$ cat src/rtl/mblt_pkg.sv
package mblt_pkg;

   typedef enum logic [2:0] {
      ST_IDLE,
      ST_ADDR_ACK,
      ST_IGNORE,
      ST_BEAT,
      ST_RD_WAIT,
      ST_RD_DRIVE,
      ST_ACK
   } mblt_state_e;

   localparam logic [5:0] AM_A32_BLK64_D = 6'h08;
   localparam logic [5:0] AM_A32_BLK64_P = 6'h0C;
   localparam logic [5:0] AM_A24_BLK64_D = 6'h38;
   localparam logic [5:0] AM_A24_BLK64_P = 6'h3C;

   // one-hot slot of a 64-bit block modifier, zero for any other code
   function automatic logic [3:0] am_slot(input logic [5:0] am);
      logic [3:0] s;
      s = 4'b0000;
      case (am)
         AM_A32_BLK64_D: s = 4'b0001;
         AM_A32_BLK64_P: s = 4'b0010;
         AM_A24_BLK64_D: s = 4'b0100;
         AM_A24_BLK64_P: s = 4'b1000;
         default:        s = 4'b0000;
      endcase
      return s;
   endfunction

endpackage

$ cat src/rtl/mblt_sync.sv
module mblt_sync #(
   parameter int W      = 8,
   parameter int STAGES = 2
) (
   input  logic         clk,
   input  logic         rst_n,
   input  logic [W-1:0] d,
   output logic [W-1:0] q
);
   generate
      if (STAGES == 0) begin : g_bypass
         assign q = d;
      end else begin : g_chain
         logic [W-1:0] pipe [STAGES];
         always_ff @(posedge clk or negedge rst_n) begin
            if (!rst_n) begin
               for (int k = 0; k < STAGES; k++) pipe[k] <= '1;
            end else begin
               pipe[0] <= d;
               for (int k = 1; k < STAGES; k++) pipe[k] <= pipe[k-1];
            end
         end
         assign q = pipe[STAGES-1];
      end
   endgenerate
endmodule

$ cat src/rtl/mblt_decode.sv
module mblt_decode
   import mblt_pkg::*;
#(
   parameter int MEM_AW = 6
) (
   input  logic [5:0]        am,
   input  logic [31:1]       addr,
   input  logic              lword_n,
   input  logic              cfg_enable,
   input  logic [3:0]        cfg_am_en,
   input  logic [31:0]       cfg_base,
   input  logic [31:0]       cfg_mask,
   output logic              hit,
   output logic [MEM_AW-1:0] start_word
);
   logic [31:0] byte_addr;
   logic [31:0] eff_addr;
   logic [3:0]  slot;
   logic        is_a24;
   logic        am_ok;
   logic        base_ok;
   logic        aligned;

   always_comb begin
      byte_addr = {addr, 1'b0};
      slot      = am_slot(am);
      is_a24    = slot[2] | slot[3];
      eff_addr  = is_a24 ? {8'h00, byte_addr[23:0]} : byte_addr;
      am_ok     = |(slot & cfg_am_en);
      base_ok   = (eff_addr & cfg_mask) == (cfg_base & cfg_mask);
      aligned   = (byte_addr[2:1] == 2'b00) && !lword_n;
      hit       = cfg_enable && am_ok && base_ok && aligned;
   end

   assign start_word = eff_addr[MEM_AW+2:3];
endmodule

$ cat src/rtl/mblt_fsm.sv
module mblt_fsm
   import mblt_pkg::*;
#(
   parameter int MEM_AW = 6
) (
   input  logic              clk,
   input  logic              rst_n,
   input  logic              as_n,
   input  logic [1:0]        ds_n,
   input  logic              write_n,
   input  logic              lword_n,
   input  logic [31:1]       addr,
   input  logic [31:0]       data,
   input  logic              hit,
   input  logic [MEM_AW-1:0] start_word,
   output logic              dtack_n,
   output logic              drive_oe,
   output logic [63:0]       drive_word,
   output logic [MEM_AW-1:0] mem_addr,
   output logic              mem_we,
   output logic [63:0]       mem_wdata,
   input  logic [63:0]       mem_rdata
);
   mblt_state_e       state;
   logic [MEM_AW-1:0] ptr;
   logic              is_wr;
   logic              ds_low;
   logic              ds_high;

   assign ds_low  = (ds_n == 2'b00);
   assign ds_high = (ds_n == 2'b11);

   always_ff @(posedge clk or negedge rst_n) begin
      if (!rst_n) begin
         state      <= ST_IDLE;
         dtack_n    <= 1'b1;
         drive_oe   <= 1'b0;
         drive_word <= '0;
         ptr        <= '0;
         is_wr      <= 1'b0;
      end else if (state != ST_IDLE && as_n) begin
         state    <= ST_IDLE;
         dtack_n  <= 1'b1;
         drive_oe <= 1'b0;
      end else begin
         case (state)
            ST_IDLE: begin
               if (!as_n && ds_low) begin
                  if (hit) begin
                     ptr     <= start_word;
                     is_wr   <= !write_n;
                     dtack_n <= 1'b0;
                     state   <= ST_ADDR_ACK;
                  end else begin
                     state <= ST_IGNORE;
                  end
               end
            end
            ST_IGNORE: state <= ST_IGNORE;
            ST_ADDR_ACK: begin
               if (ds_high) begin
                  dtack_n <= 1'b1;
                  state   <= ST_BEAT;
               end
            end
            ST_BEAT: begin
               if (ds_low) begin
                  if (is_wr) begin
                     dtack_n <= 1'b0;
                     state   <= ST_ACK;
                  end else begin
                     state <= ST_RD_WAIT;
                  end
               end
            end
            ST_RD_WAIT: begin
               if (!ds_low) begin
                  state <= ST_BEAT;
               end else begin
                  drive_word <= mem_rdata;
                  drive_oe   <= 1'b1;
                  state      <= ST_RD_DRIVE;
               end
            end
            ST_RD_DRIVE: begin
               if (!ds_low) begin
                  drive_oe <= 1'b0;
                  state    <= ST_BEAT;
               end else begin
                  dtack_n <= 1'b0;
                  state   <= ST_ACK;
               end
            end
            ST_ACK: begin
               if (ds_high) begin
                  dtack_n  <= 1'b1;
                  drive_oe <= 1'b0;
                  ptr      <= ptr + MEM_AW'(1);
                  state    <= ST_BEAT;
               end
            end
            default: state <= ST_IDLE;
         endcase
      end
   end

   assign mem_addr  = ptr;
   assign mem_we    = (state == ST_BEAT) && ds_low && is_wr && !as_n;
   assign mem_wdata = {addr, lword_n, data};

   // strobe release ends the burst within one cycle
   a_r9_as_release: assert property (@(posedge clk) disable iff (!rst_n)
      as_n |=> (dtack_n && !drive_oe));
   // drivers off after both data strobes are high
   a_r7_oe_off: assert property (@(posedge clk) disable iff (!rst_n)
      ds_high |=> !drive_oe);
   // drivers only on read bursts
   a_r7_oe_read_only: assert property (@(posedge clk) disable iff (!rst_n)
      drive_oe |-> write_n);
   // a read acknowledge comes with data already driven
   a_r7_data_before_ack: assert property (@(posedge clk) disable iff (!rst_n)
      ($fell(dtack_n) && !is_wr && state == ST_ACK) |-> drive_oe);
   // the write happens before the acknowledge
   a_r6_we_before_ack: assert property (@(posedge clk) disable iff (!rst_n)
      mem_we |-> dtack_n);
   // acknowledge released once the strobes are released
   a_r10_dtack_release: assert property (@(posedge clk) disable iff (!rst_n)
      (!dtack_n && ds_high) |=> dtack_n);
   // an ignored cycle stays silent
   a_r3_ignore_quiet: assert property (@(posedge clk) disable iff (!rst_n)
      (state == ST_IGNORE) |-> (dtack_n && !drive_oe && !mem_we));
   // address phase never writes
   a_r2_addr_no_write: assert property (@(posedge clk) disable iff (!rst_n)
      (state == ST_ADDR_ACK) |-> (!mem_we && !drive_oe));
endmodule

$ cat src/rtl/mblt_slave.sv
module mblt_slave
   import mblt_pkg::*;
#(
   parameter int MEM_AW      = 6,
   parameter int SYNC_STAGES = 2
) (
   input  logic              clk,
   input  logic              rst_n,
   input  logic              bus_as_n,
   input  logic [1:0]        bus_ds_n,
   input  logic              bus_write_n,
   input  logic              bus_lword_n_i,
   input  logic [5:0]        bus_am,
   input  logic [31:1]       bus_addr_i,
   input  logic [31:0]       bus_data_i,
   output logic              bus_dtack_n,
   output logic [31:1]       bus_addr_o,
   output logic              bus_lword_n_o,
   output logic [31:0]       bus_data_o,
   output logic              bus_drive_oe,
   input  logic              cfg_enable,
   input  logic [3:0]        cfg_am_en,
   input  logic [31:0]       cfg_base,
   input  logic [31:0]       cfg_mask,
   output logic [MEM_AW-1:0] mem_addr,
   output logic              mem_we,
   output logic [63:0]       mem_wdata,
   input  logic [63:0]       mem_rdata
);
   localparam int SYNC_W = 1 + 2 + 1 + 1 + 6 + 31 + 32;

   generate
      if (MEM_AW < 1 || MEM_AW > 29) begin : g_bad_aw
         $error("mblt_slave: MEM_AW must lie in 1..29");
      end
      if (SYNC_STAGES < 0 || SYNC_STAGES > 4) begin : g_bad_sync
         $error("mblt_slave: SYNC_STAGES must lie in 0..4");
      end
   endgenerate

   logic [SYNC_W-1:0] raw_bus;
   logic [SYNC_W-1:0] syn_bus;
   logic              s_as_n;
   logic [1:0]        s_ds_n;
   logic              s_write_n;
   logic              s_lword_n;
   logic [5:0]        s_am;
   logic [31:1]       s_addr;
   logic [31:0]       s_data;
   logic              hit;
   logic [MEM_AW-1:0] start_word;
   logic [63:0]       drive_word;

   assign raw_bus = {bus_as_n, bus_ds_n, bus_write_n, bus_lword_n_i,
                     bus_am, bus_addr_i, bus_data_i};
   assign {s_as_n, s_ds_n, s_write_n, s_lword_n, s_am, s_addr, s_data} = syn_bus;

   mblt_sync #(.W(SYNC_W), .STAGES(SYNC_STAGES)) sync_i (
      .clk(clk), .rst_n(rst_n), .d(raw_bus), .q(syn_bus));

   mblt_decode #(.MEM_AW(MEM_AW)) decode_i (
      .am(s_am), .addr(s_addr), .lword_n(s_lword_n),
      .cfg_enable(cfg_enable), .cfg_am_en(cfg_am_en),
      .cfg_base(cfg_base), .cfg_mask(cfg_mask),
      .hit(hit), .start_word(start_word));

   mblt_fsm #(.MEM_AW(MEM_AW)) fsm_i (
      .clk(clk), .rst_n(rst_n), .as_n(s_as_n), .ds_n(s_ds_n),
      .write_n(s_write_n), .lword_n(s_lword_n), .addr(s_addr),
      .data(s_data), .hit(hit), .start_word(start_word),
      .dtack_n(bus_dtack_n), .drive_oe(bus_drive_oe),
      .drive_word(drive_word), .mem_addr(mem_addr), .mem_we(mem_we),
      .mem_wdata(mem_wdata), .mem_rdata(mem_rdata));

   assign bus_addr_o    = drive_word[63:33];
   assign bus_lword_n_o = drive_word[32];
   assign bus_data_o    = drive_word[31:0];
endmodule

$ cat config.mk
export PLATFORM = sky130hd
export DESIGN_NAME = mblt_slave
export DESIGN_NICKNAME = d
export VERILOG_FILES = /design/src/rtl/mblt_pkg.sv /design/src/rtl/mblt_sync.sv /design/src/rtl/mblt_decode.sv /design/src/rtl/mblt_fsm.sv /design/src/rtl/mblt_slave.sv
export SDC_FILE = /design/constraint.sdc
export NUM_CORES = 1
export LEC_CHECK = 0
export BUFFER_PORTS_ARGS = -buffer_cell sky130_fd_sc_hd__buf_2
export CAP_MARGIN = 10
export CORE_AREA = 2 2 170 172
export CTS_CLUSTER_SIZE = 12
export DETAILED_ROUTE_END_ITERATION = 7
export DIE_AREA = 0 0 172 174
export HOLD_SLACK_MARGIN = 0.06
export PLACE_DENSITY_LB_ADDON = 0.08
export SETUP_SLACK_MARGIN = 0.3
export SYNTH_ARGS = -nofsm -noshare
export SYNTH_HDL_FRONTEND = slang
export SYNTH_SLANG_ARGS = --single-unit
$ cat constraint.sdc
create_clock -name clk -period 3.1 [get_ports clk]
set_clock_uncertainty 0.15 [all_clocks]
set_input_delay 0.62 -clock clk [delete_from_list [all_inputs] [get_ports clk]]
set_output_delay 0.62 -clock clk [all_outputs]
set_load 0.01 [all_outputs]
**Yosys cells after proc, flatten, opt, wreduce, memory -nomap -nowiden**

Cells that the tools add are included.

- Register bits after elaboration: 224
- Latch bits: 0
- Bits in writable memories: 0
- Memory bits (read-only): 0
- Input port bits: 209
- Logic and storage cells: 93
- Memories kept: 0

- Add/sub/neg operators: 1
- $mul: 0
- Divide/modulo/power cells: 0
- $lt $le $gt $ge: 0
- Equality and inequality tests: 24
- Shift operators: 0
- Multiplexer cells: 28
- Bitwise operators: 5
- Reduce and logical (&&, ||, !) cells: 27

Operators with widths:

| operator | number |
|---|---|
| $and 32x32->32 | 2 |
| $eq 32x32->1 | 1 |
| $mux 32 | 1 |
| $ne 3x1->1 const B | 7 |
| $mux 3 | 6 |
| $mux 6 | 3 |
| $pmux 3 s6 | 1 |
| $pmux 4 s4 | 1 |
| $eq 6x4->1 const B | 2 |
| $eq 6x6->1 const B | 2 |
| $pmux 6 s2 | 1 |
| $mux 1 | 11 |
| $eq 3x3->1 const B | 3 |
| $logic_and 1x1->1 | 9 |
| $reduce_and 4->1 | 2 |
| $reduce_and 7->1 | 1 |
| $add 6x1->6 const B | 1 |
| $eq 3x2->1 const B | 2 |
| $reduce_and 3->1 | 2 |
| $reduce_and 5->1 | 1 |
| $reduce_bool 5->1 | 1 |
| $and 4x4->4 | 1 |
| $logic_not 2->1 | 2 |
| $mux 2 | 2 |
| 17 further kinds | 20 |

**Depth between registers and ports, before layout**

- Depth in word-level cells: 12
- Depth in mapped cells: 8
- Depth with buffers taken out: 7

**By module**

Synthesis repeated with hierarchy kept, for this count alone.

- Cells, all modules: 637
- Area total of the unflattened synthesis: 8876.0 um^2

By module, submodules not included:

| module | times used | cells an instance | area each (um^2) | seq. area each (um^2) |
|---|---|---|---|---|
| mblt_sync | 1 | 222 | 4444.3 | 3888.7 |
| mblt_fsm | 1 | 317 | 3751.1 | 1903.1 |
| mblt_decode | 1 | 98 | 680.7 | 0.0 |

**Least setup slack after synthesis**

Ideal clock, no wire load.

- Path type: input port to flip-flop
- From: input cfg_enable
- To: register fsm_i.ptr[1], in the netlist fsm_i.mem_addr[1]
- Setup time: 0.128 ns
- Data arrival time: 2.282 ns
- Data required time: 2.822 ns
- Slack: 0.540 ns
- Cell stages on the path: 7
- Path buffers: 0
- Cell sequence: nor4b_2 > nand2_1 > a2111o_1 > nor4b_4 > nand4_2 > a21oi_2 > mux2_1

- Longest elaborated chain between the ends: 5

Ends and longest elaborated chain:

| what | line | RTL |
|---|---|---|
| start: declaration | mblt_slave.sv:21 | `input logic cfg_enable,` |
| $logic_and 1x1->1 (3 in series) | mblt_decode.sv:32 | `hit = cfg_enable && am_ok && base_ok && aligned;` |
| $ne 2x2->1 (no source line) | - |  |
| $reduce_and 5->1 (no source line) | - |  |
| end signal: assignment | mblt_fsm.sv:50 | `ptr <= start_word;` |
| end signal: assignment | mblt_fsm.sv:98 | `ptr <= ptr + MEM_AW'(1);` |
| end: declaration | mblt_fsm.sv:25 | `logic [MEM_AW-1:0] ptr;` |

No other way between the ends.
A chain may end at the register's enable or synchronous reset.

**Worst setup path after layout**

- From: register sync_i.g_chain.pipe, in the netlist sync_i.q[66]
- To: register fsm_i.ptr[1], in the netlist fsm_i.mem_addr[1]

- Longest elaborated chain between the ends: 10
- Elaborated cells between the ends (all ways): 16
- Those cells by class: eq/ne (6); mux (2); bitwise (3); reduce/logical (5)

Ends and longest elaborated chain:

| what | line | RTL |
|---|---|---|
| start: declaration | mblt_sync.sv:14 | `logic [W-1:0] pipe [STAGES];` |
| $eq 6x6->1 / $eq 6x4->1 (equally long branches) | mblt_pkg.sv:22 | `case (am)` |
| $pmux 4 s4 * | mblt_pkg.sv:22 |  |
| $or 1x1->1 | mblt_decode.sv:27 | `is_a24 = slot[2] \| slot[3];` |
| $mux 32 | mblt_decode.sv:28 | `eff_addr = is_a24 ? {8'h00, byte_addr[23:0]} : byte_addr;` |
| $and 32x32->32 | mblt_decode.sv:30 | `base_ok = (eff_addr & cfg_mask) == (cfg_base & cfg_mask);` |
| $eq 32x32->1 | mblt_decode.sv:30 |  |
| $logic_and 1x1->1 * (2 in series) | mblt_decode.sv:32 |  |
| $ne 2x2->1 (no source line) * | - |  |
| $reduce_and 5->1 (no source line) * | - |  |

Mark *: on every way between the ends. The rest lies on a longest branch, timed or not.

==> qor.csv <==
metric,value,unit
Leakage,0.00535,µW
top-count cell post-synth,dfstp_2,
FF-to-FF Start,sync_i.q[66]$_DFF_PN1_,
Die ar.,29900,µm²
Hold Path Class,in -> reg,
Synth top area share,47.1,%
met2 routed WL,11200,µm
Reg-to-Reg End,fsm_i.mem_addr[1]$_DFFE_PN0P_,
Root Driver,clkbuf_16,
reg2reg path depth,7,
fin nets,1150,
Main synth FF type,dfstp_2,
Clock Latency Late Sink,540,ps
Syn-to-layout area delta,41.6,%
# H-tree levels,1,
Max-slew headroom,63.8,%
pin count of the biggest net entering global routing,71,
Slew Limit Fails,0,
RePlAce Congestion,0.834,
RSZ-0062 raised after global routing,false,
DR vias,5693,
"FFs w/ async S/R, synth",100,%
CP arrival,2980,ps
DRC,0,
PD cells,581,nW/µm²
area of the multi-input gates,2010,µm²
initial antenna violation count,2,
Post-synth EDFFs,0,
vias in the first global route,6257,
crit path launch type,flip-flop,
slowest CP cell,dfstp_2,
row cnt,62,
Peak VDD IR,0.000595,V
CP max stage delay,520,ps
max-cap violations,0,
WHS Endpoint,fsm_i.drive_word[30]$_DFFE_PN0P_,
clock tree buffer depth,3,
first-pass GRT wire length,34500,µm
total global-route track usage,14.9,%
Yosys top cell by area,dfstp_2,
outcome,completed,
post-synthesis sequential area ratio,69.7,%
CTS tree,done,
hpwl dp,16900,µm
period utilization,87.5,%
Syn. warnings,0,
clock sink count,224,
CORE AREA,28200,µm²
"top cells by count, synth","dfstp_2 (149), dfrtp_1 (75), buf_4 (64)",
initial core utilization,29.4,%
"Cell Area, Synth",8320,µm²
average wire per standard cell,16.7,µm
Syn Nets,767,
final hold viol count,0,
HP Start,mem_rdata[30],
Worst EP required,3360,ps
Via density,4.23,
Die W,172,µm
Die H,174,µm
CP Capture Type,flip-flop,
max layer used,met4,
1st-pass router iterations,4,
"FF+latch count, synth",224,
Hold Crit Depth,2,
measured slew at the worst slew-check pin,539,ps
synth top area cells,"dfstp_2 (47%), dfrtp_1 (23%), buf_4 (5.8%)",
Syn Inst Count,557,
"Setup violations, final",0,
crit path kind,reg -> reg,
gr ovfl total,0,
CTS buffer count,27,
min Tclk post-route,2710,ps
# IOs,346,
setup TNS,0,ps
DRT iter0 DRCs,199,
share of layout cells above drive strength 1,62.6,%
fmax,369,MHz
# port buffers,345,
syn_area_per_cell,14.9,µm²
crit path cell chain,"nor3b_4, o21ai_0, a2111o_1, nor4b_4, nand4_2, a21oi_2, mux2_1",
placed instance area,10100,µm²
Register Area,5790,µm²
count of different cell masters after synthesis,56,
metal3 WL,2350,µm
R2R setup slack,390,ps
Worst-path clk slew,60,ps
DRT Wirelength,22500,µm
fill cell count,2755,
Met1 Wirelength,8520,µm
largest fanout on the critical path,5,
post-route ant nets,0,
Final Cell Area,11800,µm²
[layer usage]
metal | GRT usage, % | vias to the layer above
li1 | - | 2636
met1 | 17.5 | 2769
met2 | 25.8 | 254
met3 | 5.44 | 34
met5 | 0 | -
met4 | 3.71 | 0
[how the worst max path moves through the flow]
stage                                         end  slack, ps                    from  cells past startpoint
floorplan           fsm_i.mem_addr[1]$_DFFE_PN0P_        540              cfg_enable                      7
global placement    fsm_i.mem_addr[1]$_DFFE_PN0P_        200            cfg_base[15]                      9
detailed placement  fsm_i.mem_addr[1]$_DFFE_PN0P_        120            cfg_base[24]                      8
CTS                 fsm_i.mem_addr[1]$_DFFE_PN0P_        350  sync_i.q[66]$_DFF_PN1_                      7
global route        fsm_i.mem_addr[1]$_DFFE_PN0P_        310  sync_i.q[67]$_DFF_PN1_                      7
finish              fsm_i.mem_addr[1]$_DFFE_PN0P_        390  sync_i.q[66]$_DFF_PN1_                      7
[flip-flops by register name, summed over array words and instances (netlist names)]
register,count
sync_i.q,74
fsm_i.mem_addr,6
fsm_i.drive_oe,1
fsm_i.is_wr,1
fsm_i.dtack_n,1
fsm_i.drive_word,64
fsm_i.state,3
sync_i.g_chain.pipe,74
[power by group]
part | total, µW | switching [µW] | internal, µW
clock | 2980 | 1210 | 1770
sequential | 3250 | 88.7 | 3160
combinational | 618 | 300 | 318
[cell usage in the layout (no fill, tap or decap), drive strengths merged, types with 10 or more instances in the layout]
master	instances
dfrtp	75
nor2	10
dfstp	149
clkbuf	41
mux2	68
o21ai	15
xor2	23
dlygate4sd3	75
a21oi	13
nand2	27
a22oi	12
buf	356
nor3	10
[final cells by class]
type | instances | area share (%)
antenna | 3 | 0.0638
clock buffer | 41 | 6.44
clock inverter | 8 | 0.723
inverter | 8 | 0.255
multi-input combinational | 248 | 17.1
sequential | 224 | 49.2
tap | 384 | 4.08
timing repair buffer | 431 | 22.1
[through the flow]
| step | cells | hold slack (ps) | setup slack, ps | utilization, % | total power (µW) |
|---|---|---|---|---|---|
| 2_1_floorplan | 557 | 174 | 540 | - | 3520 |
| 3_5_place_dp | 1219 | 197 | 124 | 35.9 | 3840 |
| 3_3_place_gp | 1219 | 195 | 200 | 35.9 | 3830 |
| 6_report | 1347 | 142 | 388 | 41.7 | 6840 |
| 5_1_grt | 1345 | 113 | 306 | 41.7 | 7190 |
| 4_1_cts | 1343 | 106 | 354 | 41.6 | 6980 |
[cell families (layout without fill, tap and decap cells)]
family                     count (synthesis)  count (layout)  synth area share [%]
xor gates and xnor gates                  25              25                  2.63
other                                      0               3                     0
adders and majority gates                  1               1                 0.150
DFF                                      224             224                  69.7
muxes                                     69              69                  9.33
AOI/OAI and AO/OA                         70              70                  5.84
buffers and inverters                     85             488                  6.74
and+or+nand+nor                           83              83                  5.66
[worst max-delay path, delay by kind of cell (launching register included)]
family,cells,cell delay [ps]
AO/OA/AOI/OAI,3,770
multiplexers,1,330
AND/OR/NAND/NOR,3,820
flip-flops,1,520
[what timing repair did]
| action | CTS | global route |
|---|---|---|
| resized for setup | 3 | 3 |
| gates cloned | 0 | 0 |
| setup buffers | 0 | 1 |
| hold endpoints to repair | 78 | 0 |
| hold buffers | 75 | 0 |
| endpoints found under the setup margin | 1 | 2 |
| pin swaps | 0 | 2 |
No activity file was read; power rests on OpenSTA's default activity.
